$ cat config.mk
export PLATFORM = sky130hd
export DESIGN_NAME = mag_cmp8
export DESIGN_NICKNAME = d
export VERILOG_FILES = /design/src/rtl/cmp_pkg.sv /design/src/rtl/mag_slice.sv /design/src/rtl/mag_merge.sv /design/src/rtl/mag_cmp8.sv
export SDC_FILE = /design/constraint.sdc
export NUM_CORES = 1
export LEC_CHECK = 0
export BUFFER_PORTS_ARGS = -buffer_cell sky130_fd_sc_hd__buf_4
export CAP_MARGIN = 10
export CORE_AREA = 2 2 39 41
export DETAILED_ROUTE_END_ITERATION = 6
export DIE_AREA = 0 0 41 43
export GPL_ROUTABILITY_DRIVEN = 0
export GPL_TIMING_DRIVEN = 0
export PLACE_DENSITY = 0.57
export RECOVER_POWER = 100
export SYNTH_ARGS = -nofsm -noshare
export SYNTH_HDL_FRONTEND = slang
export SYNTH_SLANG_ARGS = --single-unit
$ cat constraint.sdc
create_clock -name vclk -period 1.8
set_input_delay 0.36 -clock vclk [all_inputs]
set_output_delay 0.36 -clock vclk [all_outputs]
set_load 0.005 [all_outputs]
$ cat src/rtl/cmp_pkg.sv
package cmp_pkg;

    typedef struct packed {
        logic eq;
        logic gt;
        logic lt;
    } cmp_flags_t;

endpackage

$ cat src/rtl/mag_slice.sv
module mag_slice #(
    parameter int W = 4
) (
    input  logic [W-1:0]        a,
    input  logic [W-1:0]        b,
    output cmp_pkg::cmp_flags_t res
);

    logic [W-1:0] bit_match;

    genvar gi;
    generate
        for (gi = 0; gi < W; gi++) begin : g_match
            assign bit_match[gi] = ~(a[gi] ^ b[gi]);
        end
    endgenerate

    // scan from the most significant bit; the first mismatch decides
    always_comb begin
        logic above_eq;
        logic gt_v;
        logic lt_v;
        above_eq = 1'b1;
        gt_v     = 1'b0;
        lt_v     = 1'b0;
        for (int i = W - 1; i >= 0; i--) begin
            gt_v     = gt_v | (above_eq & a[i] & ~b[i]);
            lt_v     = lt_v | (above_eq & ~a[i] & b[i]);
            above_eq = above_eq & bit_match[i];
        end
        res.eq = &bit_match;
        res.gt = gt_v;
        res.lt = lt_v;
    end

endmodule

$ cat src/rtl/mag_merge.sv
module mag_merge (
    input  cmp_pkg::cmp_flags_t hi,
    input  cmp_pkg::cmp_flags_t lo,
    input  logic                en,
    output cmp_pkg::cmp_flags_t res
);

    logic gt_raw;
    logic lt_raw;
    logic eq_raw;

    always_comb begin
        gt_raw = hi.gt | (hi.eq & lo.gt);
        lt_raw = hi.lt | (hi.eq & lo.lt);
        eq_raw = ~gt_raw & ~lt_raw;
        res.eq = en & eq_raw;
        res.gt = en & gt_raw;
        res.lt = en & lt_raw;
    end

endmodule

$ cat src/rtl/mag_cmp8.sv
module mag_cmp8 #(
    parameter int SLICE_W = 4
) (
    input  logic [2*SLICE_W-1:0] opa,
    input  logic [2*SLICE_W-1:0] opb,
    input  logic                 en,
    output logic                 eq_o,
    output logic                 gt_o,
    output logic                 lt_o
);

    localparam int NSLICE = 2;

    cmp_pkg::cmp_flags_t slice_res [NSLICE];
    cmp_pkg::cmp_flags_t hi_res;
    cmp_pkg::cmp_flags_t lo_res;
    cmp_pkg::cmp_flags_t out_res;

    genvar si;
    generate
        for (si = 0; si < NSLICE; si++) begin : g_slice
            mag_slice #(.W(SLICE_W)) slice_i (
                .a   (opa[si*SLICE_W +: SLICE_W]),
                .b   (opb[si*SLICE_W +: SLICE_W]),
                .res (slice_res[si])
            );
        end
    endgenerate

    assign hi_res = slice_res[1];
    assign lo_res = slice_res[0];

    mag_merge merge_i (
        .hi  (hi_res),
        .lo  (lo_res),
        .en  (en),
        .res (out_res)
    );

    assign eq_o = out_res.eq;
    assign gt_o = out_res.gt;
    assign lt_o = out_res.lt;

endmodule

## Yosys cells after proc, flatten, opt, wreduce, memory -nomap -nowiden

Cells that the tools add are included.
W data, S select, Z words.

| operators by class | value |
|---|---|
| bitwise gates (word level) | 84 |
| reductions and logical operators | 1 |

Operators with widths:

| operator | count |
|---|---|
| $and A1 B1 Y1 | 38 |
| $not A1 Y1 | 25 |
| $or A1 B1 Y1 | 14 |
| $xor A1 B1 Y1 | 7 |
| $reduce_and A4 Y1 | 1 |

| word-level totals | value |
|---|---|
| flip-flop bits (word level) | 0 |
| logic and storage cells | 85 |
| output and inout port bits | 3 |
| input port bits | 17 |

## Longest topological paths before layout

Gate-level depths: netlist of run 1.

| logic depth | value |
|---|---|
| depth after elaboration | 12 |
| mapped depth | 6 |
| mapped depth without buffers | 6 |

## By module

From an unflattened synthesis of run 1, not the netlist that was laid out.

| second synthesis, totals | value |
|---|---|
| cell total of the unflattened synthesis | 51 |
| area total of the unflattened synthesis | 350.3 µm² |

By module, submodules not included:

| module | sequential area each (µm²) | cells each | area an instance (µm²) | times used |
|---|---|---|---|---|
| mag_slice | 0.0 | 22 | 156.4 | 2 |
| mag_merge | 0.0 | 7 | 37.5 | 1 |

## Worst setup path before layout of run 1

OpenSTA, ideal clock, no wires.

| timing path | value |
|---|---|
| path kind | input port to output port |
| start point | in opa[3] |
| end point | out eq_o |
| slack | 0.019 ns |
| data required time | 1.440 ns |
| buffers on the path | 0 |
| cell stages on the path | 6 |
| arrival time | 1.421 ns |
| cells stage by stage | inv_1 -> ha_1 -> a31oi_1 -> a31oi_1 -> a311oi_1 -> and3_1 |

| on the way | value |
|---|---|
| word-level cells in the longest chain between the ends | 12 |
| elaborated cells between the ends (all ways) | 33 |
| those cells by class | bitwise: 33 |

RTL lines:

| item | RTL line | RTL |
|---|---|---|
| start, declared | mag_cmp8.sv:4 | `input logic [2*SLICE_W-1:0] opa,` |
| $xor A1 B1 Y1 | mag_slice.sv:14 | `assign bit_match[gi] = ~(a[gi] ^ b[gi]);` |
| $not A1 Y1 | mag_slice.sv:14 |  |
| $and A1 B1 Y1 (on tied branches) (2 in a row) | mag_slice.sv:27, mag_slice.sv:28, mag_slice.sv:29 |  |
| $or A1 B1 Y1, or another cell as far along (2 in a row) | mag_slice.sv:27 | `gt_v = gt_v \| (above_eq & a[i] & ~b[i]);` |
| $or A1 B1 Y1 (on tied branches) | mag_slice.sv:27, mag_slice.sv:28 |  |
| $and A1 B1 Y1 (on tied branches) | mag_merge.sv:13, mag_merge.sv:14 |  |
| $or A1 B1 Y1 (on tied branches) | mag_merge.sv:13, mag_merge.sv:14 |  |
| $not A1 Y1 | mag_merge.sv:15 | `eq_raw = ~gt_raw & ~lt_raw;` |
| $and A1 B1 Y1 (*) | mag_merge.sv:15 |  |
| $and A1 B1 Y1 (*) | mag_merge.sv:16 | `res.eq = en & eq_raw;` |
| end, declared | mag_cmp8.sv:7 | `output logic eq_o,` |

Every way passes the cells marked *; elsewhere a longest branch is shown, timed or not.

## Worst setup path in the final report of run 1

Same ends and word-level chain as after synthesis.

==> results.tsv, run 1 <==
stage	metric	value	unit
layout	Non-Filler Cell Area, Final	537	sq um
place	Post-Place Cells	79	
yosys	Synth Warn #	0	
place	final HPWL from detailed placement	585	microns
critical_path	endpoint arrival time on the critical path	1530	ps
routing	number of antenna-violating nets in the routed design	0	
floorplan	width of the die	41	microns
yosys	Seq/Total Area, Yosys	0	
yosys	synthesized instance count	43	
sta	PnR worst setup slack	-86.2	ps
critical_path	largest fanout on the critical path	6	
floorplan	height of the chip	43	microns
layout	num sequential	0	
sta	unrepaired setup endpoints after global routing	true	
floorplan	number of placed I/O pins	20	
routing	sum of routed wire segments on met1	305	microns
floorplan	Initial Utilization	0.217	
place	Placement Cell Area	470	sq um
floorplan	die outline area	1760	sq um
pwr	reported net switching power	0.0509	mW
yosys	Synth area leaders	sky130_fd_sc_hd__ha_1 17%, sky130_fd_sc_hd__xnor2_1 15%, sky130_fd_sc_hd__inv_1 13%, sky130_fd_sc_hd__a31oi_1 8.3%, sky130_fd_sc_hd__nand2b_1 8.3%	
global_routing	global-route congestion overflow total	0	
yosys	post-synthesis compound-gate area fraction	0.221	
routing	total met3 wirelength after detailed routing	50	microns
yosys	proportion of synthesized area in mux cells	0	
sta	Worst Hold Margin	1030	ps
routing	DRT Pass-1 Iters	2	
floorplan	core area	1380	sq um
routing	top layer in use	met3	
global_routing	number of global-route vias before repair	303	
routing	number of violations reported at the end of detailed-routing iteration 0	2	
pwr	net switching fraction of the power	0.413	
sta	maximum operating frequency	530	MHz
sta	final hold violations	0	
global_routing	wire length of the first global-routing pass	966	microns
yosys	number of distinct library cells after synthesis	13	
layout	number of clock buffer instances in the layout	0	
sta	min Tclk post-route	1890	ps
pwr	share of total power in sequential cells	0	
flow_run	number of violations of the max-capacitance limit	0	
floorplan	standard-cell row count	14	
routing	vias per cell	4.41	
yosys	adder and majority cell fraction of the synthesized area	0.233	
yosys	parity-gate share of the synthesized area counting xor and xnor cells	0.146	
pwr	combinational cell fraction of total power	1.000	
pwr	Internal Dissipation	0.0723	mW
critical_path	endpoint kind of the worst setup timing path	output port	
sta	Post-Route Setup TNS	-96.9	ps
routing	Via Count	348	
layout	fraction of layout cells with a size suffix above 1	0.444	
status	status	finished with violations	
yosys	combined area of all synthesized cells	300	sq um
yosys	most instantiated library cell after synthesis	sky130_fd_sc_hd__inv_1	
pwr	Leakage Power	0.243	nW
layout	Synth-to-Final Area Change	78.8	%
sta	number of failing setup endpoints in the final timing report	2	
layout	final-layout fill cell count	164	
yosys	fraction of synthesized cell area taken by the top area cell type	0.167	
pwr	areal power density over the cells	230	nW/um^2
global_routing	overall track demand over capacity in global routing	0.0699	
layout	Layout Nets	86	
sta	Final period util	1.05	
critical_path	startpoint type of the worst setup path	primary input	
layout	combined area of the multi-input logic cells	315	sq um
yosys	average instance area after synthesis	6.98	sq um
layout	Storage cell area	0	sq um
status	violated checks	negative setup slack	
sta	Final Max Tran Viols	0	
layout	final cell count without fillers	79	
routing	routed wire length per instance	8.53	microns
routing	Met2 Wirelength	318	microns
pwr	power share of the clock group	0	
layout	Core Util, Final	0.388	
global_routing	number of antenna violations at the first check in global routing	0	
sta	Worst-Margin Slew	230	ps
yosys	post-synthesis cell type with the largest combined area	sky130_fd_sc_hd__ha_1	
routing	Total Wirelength	674	microns
global_routing	maximum number of pins on one net before global-route repair	7	
routing	residual DRC count	0	
yosys	Post-synth top cells	10 x sky130_fd_sc_hd__inv_1, 5 x sky130_fd_sc_hd__xnor2_1	
clock_tree	Post-CTS Setup Bufs	0	
sta	tightest slew margin relative to the limit	0.847	
layout	antenna cells	0	
yosys	simple-gate area share of the yosys netlist	0.275	
hold_path	type of the worst min-delay path	in2out	
clock_tree	CTS hold repair buffers	0	
place	PortBufs	20	
yosys	combinational family with the most area after synthesis	simple AND/OR/NAND/NOR gates	
critical_path	Setup CP Type	in2out	
pwr	Worst IR Drop VDD	0.0000846	V
critical_path	worst path required time	1440	ps
yosys	Syn Nets	64	
[logic make-up after synthesis]
family	Yosys count
AOI/OAI and AO/OA	8
buffers and inverters	10
and+or+nand+nor	14
xor gates and xnor gates	5
adders and majority gates	6
[power by group through the flow]
| stage | Combinational [mW] | Sequential [mW] | Clock (mW) |
|---|---|---|---|
| 6_report | 0.123 | 0 | 0 |
| 2_1_floorplan | 0.0511 | 0 | 0 |
| 3_5_place_dp | 0.104 | 0 | 0 |
| 4_1_cts | 0.111 | 0 | 0 |
| 3_3_place_gp | 0.102 | 0 | 0 |
| 5_1_grt | 0.137 | 0 | 0 |
[metrics by stage]
step | total power, mW | setup slack, ps
floorplan | 0.0511 | 18.9
global route | 0.137 | -152
global placement | 0.102 | -263
detailed placement | 0.104 | -277
finish | 0.123 | -86.2
CTS | 0.111 | -120
[cell usage in the layout, fill, tap and decap left out]
cell | Yosys | layout
sky130_fd_sc_hd__o2111ai_1 | 2 | 2
sky130_fd_sc_hd__ha_4 | 0 | 2
sky130_fd_sc_hd__nand4_1 | 3 | 3
sky130_fd_sc_hd__nand2b_1 | 4 | 4
sky130_fd_sc_hd__nor2b_1 | 4 | 4
sky130_fd_sc_hd__nand2_1 | 2 | 2
sky130_fd_sc_hd__inv_2 | 0 | 1
sky130_fd_sc_hd__ha_1 | 4 | 2
sky130_fd_sc_hd__buf_4 | 0 | 18
sky130_fd_sc_hd__inv_4 | 0 | 1
sky130_fd_sc_hd__xnor2_1 | 5 | 5
sky130_fd_sc_hd__and3_1 | 1 | 1
sky130_fd_sc_hd__inv_1 | 10 | 8
sky130_fd_sc_hd__a31oi_2 | 0 | 1
sky130_fd_sc_hd__buf_8 | 0 | 1
sky130_fd_sc_hd__a31oi_4 | 0 | 1
sky130_fd_sc_hd__maj3_1 | 2 | 2
sky130_fd_sc_hd__a31oi_1 | 4 | 2
sky130_fd_sc_hd__buf_6 | 0 | 1
sky130_fd_sc_hd__a311oi_2 | 1 | 2
[routing by layer]
layer | up-vias | track usage
met1 | 144 | 0.0918
met4 | 0 | 0
met5 | - | 0
li1 | 190 | -
met3 | 0 | 0
met2 | 14 | 0.128
[path summary, 6_finish.rpt]
path  startpoint    to  cells past startpoint
max       opa[3]  eq_o                      8
min           en  lt_o                      3
[what timing repair did]
action                                  CTS  global route
pin swaps                                 6             6
endpoints found under the setup margin    3             3
endpoints found under the hold margin     0             0
gates resized for setup                   5             6
[worst max-delay path: stages]
cell                       delay [ps]
sky130_fd_sc_hd__buf_8            100
sky130_fd_sc_hd__inv_4             40
sky130_fd_sc_hd__ha_4             210
sky130_fd_sc_hd__a31oi_4          130
sky130_fd_sc_hd__a31oi_2          100
sky130_fd_sc_hd__a311oi_2         280
sky130_fd_sc_hd__and3_1           190
sky130_fd_sc_hd__buf_4            100
[cell type report]
class              instances  area share
well taps                 16      0.0373
multi-input cells         33       0.587
repair buffers            20       0.301
inverters                 10      0.0746
(Power assumes the default switching activity.)
==> inputs of run 2 (changes only) <==
--- a/config.mk
+++ b/config.mk
@@ -14,6 +14,7 @@
 export GPL_TIMING_DRIVEN = 0
 export PLACE_DENSITY = 0.57
 export RECOVER_POWER = 100
+export SETUP_SLACK_MARGIN = 0.05
 export SYNTH_ARGS = -nofsm -noshare
 export SYNTH_HDL_FRONTEND = slang
 export SYNTH_SLANG_ARGS = --single-unit
==> run 2 against run 1 <==
Net effect:
- the flow still finishes with violations (negative setup slack)
- first-iteration DRC count up 100%
- clock-buffer cell count unchanged
- sequential share of layout area unchanged
- setup slack worse by 5.5 ps
- critical path depth unchanged
- core utilization down 2.3 points
- maximum frequency down 0.29%
- critical endpoint unchanged
==> results.tsv, run 2 (same netlist as run 1, synthesis figures left out) <==
stage	metric	value	unit	change
sta	final hold violations	0		unchanged
global_routing	overall track demand over capacity in global routing	0.0769		+0.00699
place	setup slack at placement	-181	ps	+95.3 ps
routing	number of violations reported at the end of detailed-routing iteration 0	4		+2
routing	routed wire length per instance	7.76	microns	-9.1%
floorplan	number of placed I/O pins	20		unchanged
layout	Non-Filler Cell Area, Final	505	sq um	-5.8%
sta	Final Max Tran Viols	0		unchanged
layout	combined area of the multi-input logic cells	288	sq um	-8.7%
layout	Synth-to-Final Area Change	68.3	%	
pwr	combinational cell fraction of total power	1.000		about the same
pwr	Leakage Power	0.239	nW	-1.5%
floorplan	width of the die	41	microns	unchanged
layout	fraction of layout cells with a size suffix above 1	0.381		-0.0635
pwr	final total power	0.112	mW	-8.9%
routing	DRT Pass-1 Iters	4		+2
sta	Final period util	1.05		+0.00307
sta	maximum operating frequency	529	MHz	-0.29%
floorplan	core area	1380	sq um	unchanged
clock_tree	Post-CTS Setup Bufs	0		unchanged
sta	unrepaired setup endpoints after global routing	true		
global_routing	maximum number of pins on one net before global-route repair	7		unchanged
global_routing	number of antenna violations at the first check in global routing	0		unchanged
layout	Storage cell area	0	sq um	unchanged
sta	Worst-Margin Slew	281	ps	+51.4 ps
sta	number of failing setup endpoints in the final timing report	2		unchanged
critical_path	startpoint type of the worst setup path	primary input		
critical_path	Setup CP Type	in2out		
layout	antenna cells	0		unchanged
floorplan	Initial Utilization	0.217		unchanged
place	final HPWL from detailed placement	586	microns	+0.22%
layout	Layout Nets	86		unchanged
global_routing	wire length of the first global-routing pass	1.06	mm	+9.9%
layout	num sequential	0		unchanged
place	PortBufs	20		unchanged
pwr	power share of the clock group	0		unchanged
pwr	areal power density over the cells	222	nW/um^2	-3.3%
critical_path	endpoint arrival time on the critical path	1530	ps	about the same
global_routing	number of global-route vias before repair	323		+6.6%
status	violated checks	negative setup slack		
floorplan	height of the chip	43	microns	unchanged
critical_path	endpoint kind of the worst setup timing path	output port		
floorplan	die outline area	1760	sq um	unchanged
routing	vias per cell	4.52		+2.6%
pwr	Worst IR Drop VDD	0.0000688	V	-19%
layout	leading cell type in the layout, fill and taps excluded	sky130_fd_sc_hd__buf_4		
global_routing	global-route congestion overflow total	0		unchanged
floorplan	standard-cell row count	14		unchanged
sta	PnR worst setup slack	-91.7	ps	-5.53 ps
layout	final-layout fill cell count	155		-5.5%
sta	Worst Hold Margin	1030	ps	-1.34 ps
pwr	reported net switching power	0.0453	mW	-11%
hold_path	type of the worst min-delay path	in2out		
clock_tree	CTS hold repair buffers	0		unchanged
pwr	net switching fraction of the power	0.403		-0.0101
critical_path	Crit. Startpoint	opa[3]		
pwr	share of total power in sequential cells	0		unchanged
place	Placement Cell Area	483	sq um	+2.7%
layout	commonest cells after routing, fill and taps aside	19 x sky130_fd_sc_hd__buf_4, 9 x sky130_fd_sc_hd__inv_1, 5 x sky130_fd_sc_hd__xnor2_1		
pwr	Internal Dissipation	0.0670	mW	-7.3%
flow_run	number of violations of the max-capacitance limit	0		unchanged
routing	number of antenna-violating nets in the routed design	0		unchanged
critical_path	worst path required time	1440	ps	about the same
routing	Via Count	357		+2.6%
routing	Total Wirelength	613	microns	-9.1%
critical_path	critical path endpoint	eq_o		
layout	number of clock buffer instances in the layout	0		unchanged
status	status	finished with violations		
critical_path	largest fanout on the critical path	6		unchanged
sta	min Tclk post-route	1890	ps	+5.53 ps
sta	tightest slew margin relative to the limit	0.811		-0.0356
routing	residual DRC count	0		unchanged
run 2: cell counts in the layout (fill, tap and decap cells not counted):
Identical to the previous run, type by type.
run 2: final cells by class:
class                           count  share of cell area
Tap cell                           16              0.0396
Multi-Input combinational cell     33               0.569
Timing Repair Buffer               20               0.312
Inverter                           10              0.0792
run 2: per-stage QoR:
stage	std cells	setup TNS, ps	utilization
finish	79	-105	0.365
global route	79	-320	0.365
CTS	79	-147	0.365
detailed placement	79	-379	0.349
global placement	79	-357	0.349
floorplan	43	0	-
run 2: worst min path at each step:
stage | startpoint | end | slack, ps | cells after the start
2_1_floorplan | en | gt_o | 840 | 1
3_3_place_gp | en | gt_o | 1030 | 3
3_5_place_dp | en | gt_o | 1030 | 3
4_1_cts | en | gt_o | 1030 | 3
5_1_grt | en | gt_o | 1060 | 3
6_report | en | gt_o | 1030 | 3
run 2: what timing repair did:
action,4_1_cts,5_1_grt
gates resized for setup,5,0
gates cloned,0,0
pin swaps,3,0
endpoints found under the setup margin,3,3
run 2: worst max-delay path: stages:
cell and delay [ps]:
sky130_fd_sc_hd__buf_8 100, sky130_fd_sc_hd__inv_4 40, sky130_fd_sc_hd__ha_4 210, sky130_fd_sc_hd__a31oi_1 150
sky130_fd_sc_hd__a31oi_1 110, sky130_fd_sc_hd__a311oi_1 260, sky130_fd_sc_hd__and3_1 200, sky130_fd_sc_hd__buf_4 100
run 2: metal layers:
metal	vias up	GRT usage	routed length, microns
li1	191	-	-
met1	156	0.0791	235
met2	10	0.159	324
met3	0	0.00524	53
met4	0	0	0
met5	-	0	0
run 2: power groups by stage:
| stage | clock (mW) | sequential, mW | combinational [mW] |
|---|---|---|---|
| after floorplan | 0 | 0 | 0.0541 |
| after global placement | 0 | 0 | 0.107 |
| after detailed placement | 0 | 0 | 0.108 |
| after CTS | 0 | 0 | 0.114 |
| after global routing | 0 | 0 | 0.127 |
| final | 0 | 0 | 0.112 |
